===== src/rtl/mc_pkg.sv =====
package mc_pkg;
  typedef enum logic [3:0] {
    ST_FETCH, ST_DECODE, ST_EXEC, ST_ALUWB, ST_MEMADR,
    ST_MEMRD, ST_MEMWB, ST_MEMWR, ST_BRANCH, ST_JUMP
  } state_t;

  typedef enum logic [2:0] {
    ALU_ADD, ALU_SUB, ALU_AND, ALU_OR, ALU_SLT
  } alu_op_t;

  localparam logic [5:0] OP_RTYPE = 6'h00;
  localparam logic [5:0] OP_LW    = 6'h23;
  localparam logic [5:0] OP_SW    = 6'h2B;
  localparam logic [5:0] OP_BEQ   = 6'h04;
  localparam logic [5:0] OP_J     = 6'h02;

  // operand select codes for the shared ALU
  localparam logic [1:0] BSEL_REG   = 2'd0;
  localparam logic [1:0] BSEL_FOUR  = 2'd1;
  localparam logic [1:0] BSEL_SEXT  = 2'd2;
  localparam logic [1:0] BSEL_SEXT4 = 2'd3;

  localparam logic [1:0] PCSRC_ALU  = 2'd0;
  localparam logic [1:0] PCSRC_LAT  = 2'd1;
  localparam logic [1:0] PCSRC_JMP  = 2'd2;

  typedef struct packed {
    logic    pc_we;
    logic    pc_cond;
    logic [1:0] pc_src;
    logic    iord;
    logic    mem_we;
    logic    ir_we;
    logic    rf_we;
    logic    dst_rd;
    logic    from_mem;
    logic    a_reg;
    logic [1:0] b_sel;
    alu_op_t alu_op;
  } ctl_t;

  function automatic alu_op_t funct_to_op(input logic [5:0] f);
    case (f)
      6'h22:   return ALU_SUB;
      6'h24:   return ALU_AND;
      6'h25:   return ALU_OR;
      6'h2A:   return ALU_SLT;
      default: return ALU_ADD;
    endcase
  endfunction
endpackage


===== src/rtl/mc_alu.sv =====
module mc_alu import mc_pkg::*; #(
  parameter int DW = 32
) (
  input  logic [DW-1:0] a,
  input  logic [DW-1:0] b,
  input  alu_op_t       op,
  output logic [DW-1:0] y,
  output logic          zero
);
  always_comb begin
    case (op)
      ALU_SUB: y = a - b;
      ALU_AND: y = a & b;
      ALU_OR:  y = a | b;
      ALU_SLT: y = {{(DW-1){1'b0}}, ($signed(a) < $signed(b))};
      default: y = a + b;
    endcase
  end
  assign zero = (y == '0);
endmodule


===== src/rtl/mc_regfile.sv =====
module mc_regfile #(
  parameter int DW   = 32,
  parameter int REGS = 32,
  localparam int RAW = $clog2(REGS)
) (
  input  logic           clk,
  input  logic           we,
  input  logic [RAW-1:0] waddr,
  input  logic [DW-1:0]  wdata,
  input  logic [RAW-1:0] ra1,
  input  logic [RAW-1:0] ra2,
  output logic [DW-1:0]  rd1,
  output logic [DW-1:0]  rd2
);
  logic [DW-1:0] regs [REGS];

  always_ff @(posedge clk) begin
    if (we && waddr != '0) regs[waddr] <= wdata;
  end

  assign rd1 = (ra1 == '0) ? '0 : regs[ra1];
  assign rd2 = (ra2 == '0) ? '0 : regs[ra2];
endmodule


===== src/rtl/mc_mem.sv =====
module mc_mem #(
  parameter int DW    = 32,
  parameter int DEPTH = 64,
  localparam int MAW  = $clog2(DEPTH)
) (
  input  logic           clk,
  input  logic           we,
  input  logic [MAW-1:0] addr,
  input  logic [DW-1:0]  wdata,
  output logic [DW-1:0]  rdata
);
  logic [DW-1:0] ram [DEPTH];

  always_ff @(posedge clk) begin
    if (we) ram[addr] <= wdata;
  end

  assign rdata = ram[addr];
endmodule


===== src/rtl/mc_ctrl.sv =====
module mc_ctrl import mc_pkg::*; (
  input  logic       clk,
  input  logic       rst,
  input  logic [5:0] opcode,
  input  logic [5:0] funct,
  output state_t     state,
  output ctl_t       ctl,
  output logic       retire
);
  state_t nxt;
  logic   fin;

  always_comb begin
    ctl    = '0;
    ctl.alu_op = ALU_ADD;
    nxt    = ST_FETCH;
    fin    = 1'b0;
    case (state)
      ST_FETCH: begin
        ctl.ir_we = 1'b1; ctl.pc_we = 1'b1;
        ctl.b_sel = BSEL_FOUR; ctl.pc_src = PCSRC_ALU;
        nxt = ST_DECODE;
      end
      ST_DECODE: begin
        ctl.b_sel = BSEL_SEXT4;
        case (opcode)
          OP_RTYPE:     nxt = ST_EXEC;
          OP_LW, OP_SW: nxt = ST_MEMADR;
          OP_BEQ:       nxt = ST_BRANCH;
          OP_J:         nxt = ST_JUMP;
          default:      fin = 1'b1;
        endcase
      end
      ST_EXEC: begin
        ctl.a_reg = 1'b1; ctl.b_sel = BSEL_REG;
        ctl.alu_op = funct_to_op(funct);
        nxt = ST_ALUWB;
      end
      ST_ALUWB: begin
        ctl.rf_we = 1'b1; ctl.dst_rd = 1'b1; fin = 1'b1;
      end
      ST_MEMADR: begin
        ctl.a_reg = 1'b1; ctl.b_sel = BSEL_SEXT;
        nxt = (opcode == OP_LW) ? ST_MEMRD : ST_MEMWR;
      end
      ST_MEMRD: begin
        ctl.iord = 1'b1; nxt = ST_MEMWB;
      end
      ST_MEMWB: begin
        ctl.rf_we = 1'b1; ctl.from_mem = 1'b1; fin = 1'b1;
      end
      ST_MEMWR: begin
        ctl.iord = 1'b1; ctl.mem_we = 1'b1; fin = 1'b1;
      end
      ST_BRANCH: begin
        ctl.a_reg = 1'b1; ctl.b_sel = BSEL_REG; ctl.alu_op = ALU_SUB;
        ctl.pc_cond = 1'b1; ctl.pc_src = PCSRC_LAT; fin = 1'b1;
      end
      ST_JUMP: begin
        ctl.pc_we = 1'b1; ctl.pc_src = PCSRC_JMP; fin = 1'b1;
      end
      default: nxt = ST_FETCH;
    endcase
  end

  always_ff @(posedge clk) begin
    if (rst) begin
      state  <= ST_FETCH;
      retire <= 1'b0;
    end else begin
      state  <= nxt;
      retire <= fin;
    end
  end
endmodule


===== src/rtl/mc_core.sv =====
module mc_core import mc_pkg::*; #(
  parameter int DW        = 32,
  parameter int MEM_WORDS = 64,
  parameter int REGS      = 32,
  localparam int MAW      = $clog2(MEM_WORDS),
  localparam int RAW      = $clog2(REGS)
) (
  input  logic           clk,
  input  logic           rst,
  input  logic           ld_we,
  input  logic [MAW-1:0] ld_addr,
  input  logic [DW-1:0]  ld_wdata,
  output logic [DW-1:0]  ld_rdata,
  output logic [DW-1:0]  pc,
  output logic           retire
);
  state_t        state;
  ctl_t          ctl;
  logic [DW-1:0] pc_q, ir_q, mdr_q, a_q, b_q, alu_q;
  logic [DW-1:0] rf_rd1, rf_rd2, alu_a, alu_b, alu_y, sext, mem_rdata, byte_addr;
  logic          alu_zero;
  logic [MAW-1:0] mem_addr;
  logic [RAW-1:0] rf_waddr;

  mc_ctrl u_ctrl (
    .clk(clk), .rst(rst), .opcode(ir_q[31:26]), .funct(ir_q[5:0]),
    .state(state), .ctl(ctl), .retire(retire)
  );

  // instruction fields and immediate
  assign sext     = {{(DW-16){ir_q[15]}}, ir_q[15:0]};
  assign rf_waddr = ctl.dst_rd ? ir_q[15:11] : ir_q[20:16];

  mc_regfile #(.DW(DW), .REGS(REGS)) u_rf (
    .clk(clk), .we(ctl.rf_we && !rst), .waddr(rf_waddr),
    .wdata(ctl.from_mem ? mdr_q : alu_q),
    .ra1(ir_q[25:21]), .ra2(ir_q[20:16]), .rd1(rf_rd1), .rd2(rf_rd2)
  );

  // shared ALU operand selection
  assign alu_a = ctl.a_reg ? a_q : pc_q;
  always_comb begin
    case (ctl.b_sel)
      BSEL_FOUR:  alu_b = DW'(4);
      BSEL_SEXT:  alu_b = sext;
      BSEL_SEXT4: alu_b = sext << 2;
      default:    alu_b = b_q;
    endcase
  end

  mc_alu #(.DW(DW)) u_alu (
    .a(alu_a), .b(alu_b), .op(ctl.alu_op), .y(alu_y), .zero(alu_zero)
  );

  // one memory port: load port while in reset, fetch or data otherwise
  assign byte_addr = ctl.iord ? alu_q : pc_q;
  assign mem_addr  = rst ? ld_addr : byte_addr[MAW+1:2];

  mc_mem #(.DW(DW), .DEPTH(MEM_WORDS)) u_mem (
    .clk(clk), .we(rst ? ld_we : ctl.mem_we), .addr(mem_addr),
    .wdata(rst ? ld_wdata : b_q), .rdata(mem_rdata)
  );
  assign ld_rdata = mem_rdata;

  // phase latches and program counter
  always_ff @(posedge clk) begin
    mdr_q <= mem_rdata;
    a_q   <= rf_rd1;
    b_q   <= rf_rd2;
    alu_q <= alu_y;
    if (ctl.ir_we) ir_q <= mem_rdata;
    if (rst) begin
      pc_q <= '0;
    end else if (ctl.pc_we || (ctl.pc_cond && alu_zero)) begin
      case (ctl.pc_src)
        PCSRC_LAT: pc_q <= alu_q;
        PCSRC_JMP: pc_q <= {pc_q[DW-1:28], ir_q[25:0], 2'b00};
        default:   pc_q <= alu_y;
      endcase
    end
  end
  assign pc = pc_q;

  logic unused_bits;
  assign unused_bits = ^{byte_addr[DW-1:MAW+2], byte_addr[1:0], ir_q[10:6]};
endmodule


===== config.mk =====
export PLATFORM = sky130hd
export DESIGN_NAME = mc_core
export DESIGN_NICKNAME = d
export VERILOG_FILES = /design/src/rtl/mc_pkg.sv /design/src/rtl/mc_alu.sv /design/src/rtl/mc_regfile.sv /design/src/rtl/mc_mem.sv /design/src/rtl/mc_ctrl.sv /design/src/rtl/mc_core.sv
export SDC_FILE = /design/constraint.sdc
export NUM_CORES = 2
export LEC_CHECK = 0
export BUFFER_PORTS_ARGS = -buffer_cell sky130_fd_sc_hd__buf_2
export CAP_MARGIN = 40
export CORE_ASPECT_RATIO = 1.2
export CORE_MARGIN = 2
export CORE_UTILIZATION = 68
export CTS_CLUSTER_SIZE = 10
export DETAILED_ROUTE_END_ITERATION = 12
export MAX_ROUTING_LAYER = met4
export PLACE_DENSITY_LB_ADDON = 0.12
export SLEW_MARGIN = 10
export SYNTH_ARGS = -nofsm -noshare
export SYNTH_HDL_FRONTEND = slang
export SYNTH_SLANG_ARGS = --single-unit

===== constraint.sdc =====
create_clock -name clk -period 9.05 [get_ports clk]
set_clock_uncertainty 0.15 [all_clocks]
set_input_delay 0.905 -clock clk [delete_from_list [all_inputs] [get_ports clk]]
set_output_delay 0.905 -clock clk [all_outputs]
set_load 0.1 [all_outputs]

======== Word level (Yosys, flattened, before mapping) ========
Memory sizes are Yosys's and may differ from the RTL's. A register that Yosys moved wholly into a read port is not among the register bits.
Index checks and enable logic that the tools add are counted.
operators by class
  $add $sub $neg .......................... 2
  multipliers ............................. 0
  order comparisons ....................... 1
  div/mod/pow operators ................... 0
  reduce and logical (&&, ||, !) cells .... 19
  shifts and indexed selects .............. 0
  equal/unequal tests ..................... 26
  muxes and demuxes ....................... 32
  bitwise operators ....................... 3
operators by type and width
  operator                                       number
  one-hot mux 32 bit (4 select lines)            1
  2-to-1 mux 32 bit                              3
  one-hot mux 32 bit (3 select lines)            1
  one-hot mux 32 bit (2 select lines)            1
  == test 6 bit, second input constant           6
  adder 32 bit                                   1
  bitwise AND 32 bit                             1
  logical NOT 32 bit                             1
  less-than comparator 32 bit                    1
  bitwise OR 32 bit                              1
  subtractor 32 bit                              1
  one-hot mux 4 bit (5 select lines)             1
  == test 4 x 3 -> 1 bit, second input constant  4
  one-hot mux 4 bit (4 select lines)             1
  2-to-1 mux 1 bit                               15
  one-hot mux 3 bit (4 select lines)             1
  logical NOT 5 bit                              2
  OR reduction 5 bit                             2
  == test 4 x 2 -> 1 bit, second input constant  2
  == test 4 bit, second input constant           2
  2-to-1 mux 8 bit                               1
  OR reduction 2 bit                             4
  == test 2 bit, second input constant           3
  == test 3 x 2 -> 1 bit, second input constant  2
  other kinds (22)                               25
word-level totals
  input bits .............................. 41
  register bits ........................... 133
  ROM bits ................................ 0
  memories ................................ 2
  word-level logic and storage cells ...... 92
  bits in latches ......................... 0
  output and inout port bits .............. 65
  bits in writable memories ............... 3072
memories
  name       depth  bits a word  read ports  clocked after Yosys merged registers in  wr ports  line              text
  u_mem.ram  64     32           1           0                                        1         mc_mem.sv:12      logic [DW-1:0] ram [DEPTH];
  u_rf.regs  32     32           2           2                                        1         mc_regfile.sv:15  logic [DW-1:0] regs [REGS];

======== Longest topological paths before layout ========
  depth in word-level cells ............... 10
  depth in mapped cells ................... 25

======== By module ========
Synthesis repeated with hierarchy kept, for this count alone.
second synthesis, totals
  cells, all modules ...................... 8236
  area total of the unflattened synthesis .. 139238.5 um^2
modules (own cells, without submodules)
  module      instances  cells an instance  area each (um^2)
  mc_mem      1          4207               78287.6
  mc_regfile  1          2564               47929.7
  mc_core     1          572                7156.9
  mc_alu      1          825                5367.6
  mc_ctrl     1          68                 496.7

======== Worst setup path before layout ========
OpenSTA, ideal clock, no wires.
  path kind ............................... input -> register
  start point ............................. input port rst
  end point ............................... memory u_mem.ram[7][0], enable pin
  setup time .............................. 502 ps
  arrival ................................. 5503 ps
  stages on the path ...................... 8
  required time ........................... 8398 ps
  slack ................................... 2895 ps
  path buffers ............................ 3
  cell sequence ........................... clkbuf_1 > clkbuf_1 > o21ai_0 > nor2_1 > nand2_1 > clkbuf_1 > or2_2 > nor4_1
between the ends
  cells in the longest elaborated chain, start to end .. 3
ends and longest elaborated chain
  item                                    line           text
  start: declaration                      mc_core.sv:9   input logic rst,
  2-to-1 mux 1 bit                        mc_core.sv:60  .clk(clk), .we(rst ? ld_we : ctl.mem_we), .addr(mem_addr),
  2-to-1 mux 1 bit                        mc_mem.sv:15   if (we) ram[addr] <= wdata;
  2-to-1 mux 1 bit (not written as such)  mc_mem.sv:15
  end: declaration                        mc_mem.sv:12
Several ways; a longest one is shown, not always the timed one.

======== Final worst setup path ========
  start point ............................. register u_ctrl.state[2]
  end point ............................... output port ld_rdata[12]
between the ends
  cells in the longest elaborated chain, start to end .. 6
ends and longest elaborated chain
  item                            line           text
  start: declaration              mc_ctrl.sv:6   output state_t state,
  start signal: assignment        mc_ctrl.sv:71  state <= nxt;
  == test 4 x 3 -> 1 bit          mc_ctrl.sv:18  case (state)
  OR reduction 2 bit (no line) *  n/a
  2-to-1 mux 1 bit *              mc_ctrl.sv:18
  2-to-1 mux 8 bit *              mc_core.sv:56  assign byte_addr = ctl.iord ? alu_q : pc_q;
  2-to-1 mux 6 bit *              mc_core.sv:57  assign mem_addr = rst ? ld_addr : byte_addr[MAW+1:2];
  memory read (64 x 32 bit) *     n/a
  end: declaration                mc_core.sv:13  output logic [DW-1:0] ld_rdata,
Mark *: on every way between the ends. The rest lies on a longest branch, timed or not.

==> results.md <==
Floorplan:
- The die is roughly 490 um tall.
- The starting utilization of the core area is about 68%.
- The total area inside the core boundary comes to between 150000 and 200000 um2.
- The number of standard-cell rows in the floorplan is 178.
- The die is 409 um wide.
- The number of top-level pins is ~110.
- The floorplan step defined a die boundary enclosing around 200000 um2.

Placement:
- At the placement stage, the worst setup path has a slack of around 1.8 ns.
- The congestion estimate from routability-driven global placement came to around 0.98.
- The count of buffers inserted at the top-level ports is 105.
- The placed instances occupy a cell area of 140000 um2.
- The HPWL reported at the end of detailed placement is between 200000 and 300000 um.

Setup path:
- Counting stages on the worst path, the most repeated cell is sky130_fd_sc_hd__buf_4.
- The reg-to-reg setup timing slack is 1.63 ns.
- The endpoint of the worst register-to-register path is pc[27]$_SDFFE_PP0P_.
- In this run the critical register-to-register path is launched from u_ctrl.state[2]$_SDFF_PP0_.
- The signal on the critical path passes through nand3b_1, mux2i_1, o21ai_1, nor3_2, buf_12, buf_4, buf_4, a22oi_1, a41oi_1, a21oi_1, nand3_1, buf_2.
- The longest individual stage delay on the worst path is 0.86 ns.
- The maximum fanout along the worst path is 53.
- On the critical path, the stage with the largest delay is an instance of sky130_fd_sc_hd__dfxtp_1.
- The critical path in this run is classified as reg2out.
- STA classifies the critical path endpoint as a primary output.
- For the worst setup path, the data arrival time is roughly 7.0 ns.
- Data on the critical path is required at its endpoint by 8.00 ns.
- The type of origin of the critical path is a flop.
- For the worst flop-to-flop path, the logic depth is 23.

Synthesis:
- The synthesized netlist devotes less than 1% of its cell area to XOR and XNOR gates.
- The combinational family with the most area after synthesis is multiplexers.
- The post-synthesis compound-gate area fraction is 10.4%.
- The share of synthesized cell area in full adder, half adder and majority cells is 0.947%.
- Dividing the synthesized area by the synthesized cell count gives 17.8 um2.
- The number of warnings printed during yosys synthesis is 0.
- Synthesis produced 7525 cells.
- The most instantiated flip-flop cell in the synthesis netlist is sky130_fd_sc_hd__edfxtp_1.
- Of the total synthesized cell area, the portion taken by AND, OR, NAND and NOR gates is 2.86%.
- The synthesized design contains 3104 enable-type register cells.
- Synthesis inferred 3269 register bits.
- Sequential elements use 72.2% of the synthesized area.
- The count of cell types in the netlist is 102.
- The post-synthesis cell area is between 100000 and 150000 um2.
- The mux share of post-synthesis cell area is a little under an eighth.
- The proportion of register bits with asynchronous set or reset after synthesis is 0%.

Pwr:
- The internal portion of the total power is 31700 uW.
- For this design the total switching power over the nets is roughly 18000 uW.
- The reported leakage power is 0.0469 uW.
- Of the total power, combinational logic draws 34.4%.
- Registers are responsible for 39.0% of the overall power.
- The total power density per cell area is around 330 nW/um2.
- Across the VDD grid, the largest voltage drop is 557 uV.
- Summing internal, switching and leakage power gives 49500 uW.
- The switching portion of total power is 36.0%.
- The part of the total power dissipated in the clock network is approximately a quarter.

Global route:
- The met3 track utilization from global routing is 11.1%.
- The global-route wire length before repair is about 610000 um.
- Summed over all layers, the global routing overflow is 0.
- The fraction of met2 tracks used by global routing is about two thirds.
- The via count of the first global-routing pass is 81700.
- The maximum number of pins on one net before global-route repair is 123.
- The number of antenna violations at the first check in global routing was 29.
- The overall fraction of global-route tracks in use is a little under half.
- For this run, global-route usage on met1 was measured as 53.0%.
- The most heavily used metal layer in global routing is met2.

Drt:
- The total wirelength of the detailed-routed design is between 400000 and 500000 um.
- The first routing iteration left 14900 violations.
- The count of nets left with antenna violations after detail routing is 0.
- The total number of vias is 83600.
- The detail-routed via count per cell is about 7.9.
- The final routed wire length divided by cell count is between 40 and 50 um.
- The first TritonRoute pass finished after 9 iterations.
- The residual DRC count is 0.

STA:
- After routing, the total negative slack on setup checks comes to 0 ns.
- The final critical path time including I/O delays and setup is just over 8 ns.
- Setup repair after global routing left no endpoint under its margin.
- At the pin with the least slew margin, the transition time is 1.03 ns.
- Based on the critical path, the design can be clocked at up to 0.124 GHz.
- The number of failing hold endpoints at the final stage was 0.
- The final number of setup-violating endpoints is 0.
- The number of pins exceeding their max-slew limit in the final report is 0.
- The share of the clock period used by the worst path is around 89%.
- The worst pin sits at a relative slew slack of 29.7%.
- The worst hold slack is roughly 0.37 ns.
- The post-route worst setup slack is approximately 1 ns.

Worst hold path:
- The startpoint identified for the worst hold timing path is pc[31]$_SDFFE_PP0P_.
- For hold timing, the worst endpoint is pc[31]$_SDFFE_PP0P_.
- The hold path depth is 2.
- The min-delay analysis places its worst path in the category reg2reg.

Clock network:
- The cell sitting at the root of the clock tree is a sky130_fd_sc_hd__clkbuf_16.
- The clock transition at the registers of the reported paths is around 0.06 ns.
- The count of cells resized by post-cts repair is 0.
- The total clock sinks is 3269.
- The number of setup buffers added after CTS is 0.
- The maximum buffer depth of the clock tree is 4.
- The clock tree synthesis step divided the H-tree into 5 levels.
- TritonCTS built the clock tree.
- The count of hold-fix buffers inserted at cts is 0.
- The clock insertion delay at the later pin of the skew report is 1.00 ns.
- The TritonCTS buffer count is 377.

Layout:
- Of the cells placed in the final design, the portion with a size suffix greater than 1 is a little over a fifth.
- The total number of nets in the final design is 7990.
- After routing the design area is 150000 um2.
- The library cell used most frequently in the layout, excluding fill and tap cells, is sky130_fd_sc_hd__edfxtp_1.
- The area growth from synthesis to layout is 12.1%.
- Leaving out fill and tap cells, the most frequent cells in the layout are 3104 x sky130_fd_sc_hd__edfxtp_1, 1055 x sky130_fd_sc_hd__a22oi_1, 560 x sky130_fd_sc_hd__mux4_2.

Run status:
- The run finished with clean final reports.

Job:
- The number of maximum-capacitance constraint violations is 0.
[cell usage after synthesis, drive strengths merged (106+ instances only)]
library cell | instances | area [um2]
a21oi | 210 | 1050
a22oi | 1055 | 7920
a41oi | 174 | 1520
buf | 150 | 661
clkbuf | 386 | 1450
dfxtp | 165 | 3300
edfxtp | 3104 | 93200
mux2 | 132 | 1490
mux2i | 135 | 1350
mux4 | 560 | 12600
nand2 | 111 | 419
nand4 | 106 | 663
nor2 | 278 | 1040
o21ai | 126 | 668
[worst max-delay path, delay by kind of cell (launching register included)]
family / cells / cell delay (ns)
and+or+nand+nor: 3 / 1.58
muxes: 1 / 0.59
DFF: 1 / 0.86
buffers and inverters: 4 / 1.67
AOI/OAI and AO/OA: 4 / 1.32
[cell families after synthesis]
kind of cell,Yosys count
flip-flops,3269
multiplexers,827
AO/OA/AOI/OAI,1901
buffers and inverters,644
AND/OR/NAND/NOR,762
XOR/XNOR,21
other,1
adder cells (fa/ha/maj),100
[per-stage QoR]
step,utilization [%],std cells
final,76.6,10600
after global placement,71.0,10000
after floorplan,-,7556
after detailed placement,71.3,10100
after global routing,76.6,10600
after CTS,76.5,10600
[power by group through the flow]
stage,combinational (uW),clock (uW),sequential [uW]
finish,17100,13100,19300
global route,17500,13700,19300
CTS,16600,13100,19300
detailed placement,16500,0,19600
global placement,16100,0,19600
floorplan,10100,0,19500
[worst max-delay path by stage]
stage	start	to	slack [ns]	depth (start not counted)
after floorplan	rst	u_mem.ram[7][0]$_DFFE_PP_	2.90	8
after CTS	u_ctrl.state[2]$_SDFF_PP0_	ld_rdata[12]	1.32	12
after detailed placement	u_ctrl.state[2]$_SDFF_PP0_	pc[3]$_SDFFE_PP0P_	1.80	23
after global placement	u_ctrl.state[2]$_SDFF_PP0_	pc[15]$_SDFFE_PP0P_	1.81	19
final	u_ctrl.state[2]$_SDFF_PP0_	ld_rdata[12]	1.0	12
after global routing	u_ctrl.state[2]$_SDFF_PP0_	ld_rdata[12]	0.92	12
[routing by layer]
metal,part of all wire [%],wire [um],vias up
li1,-,-,32200
met1,31,136000,42000
met2,47,206000,7535
met3,13,55000,1836
met4,9.1,39800,0
met5,0,0,-
[registers in the layout, indices dropped and copies added, names as in the netlist]
signal	count
u_rf.regs	1024
a_q	32
mdr_q	32
u_ctrl.state	4
alu_q	32
b_q	32
pc	32
ir_q	32
u_ctrl.retire	1
u_mem.ram	2048
[final cells by class]
type	instances	area [um2]
clock inverters	8	106
flip-flops and latches	3269	96500
fillers	10400	45800
well taps	2610	3270
inverters	108	405
diodes	49	123
repair buffers	450	3770
clock buffers	489	10000
multi-input cells	3643	35700
Power figures use the tool's default switching activity.
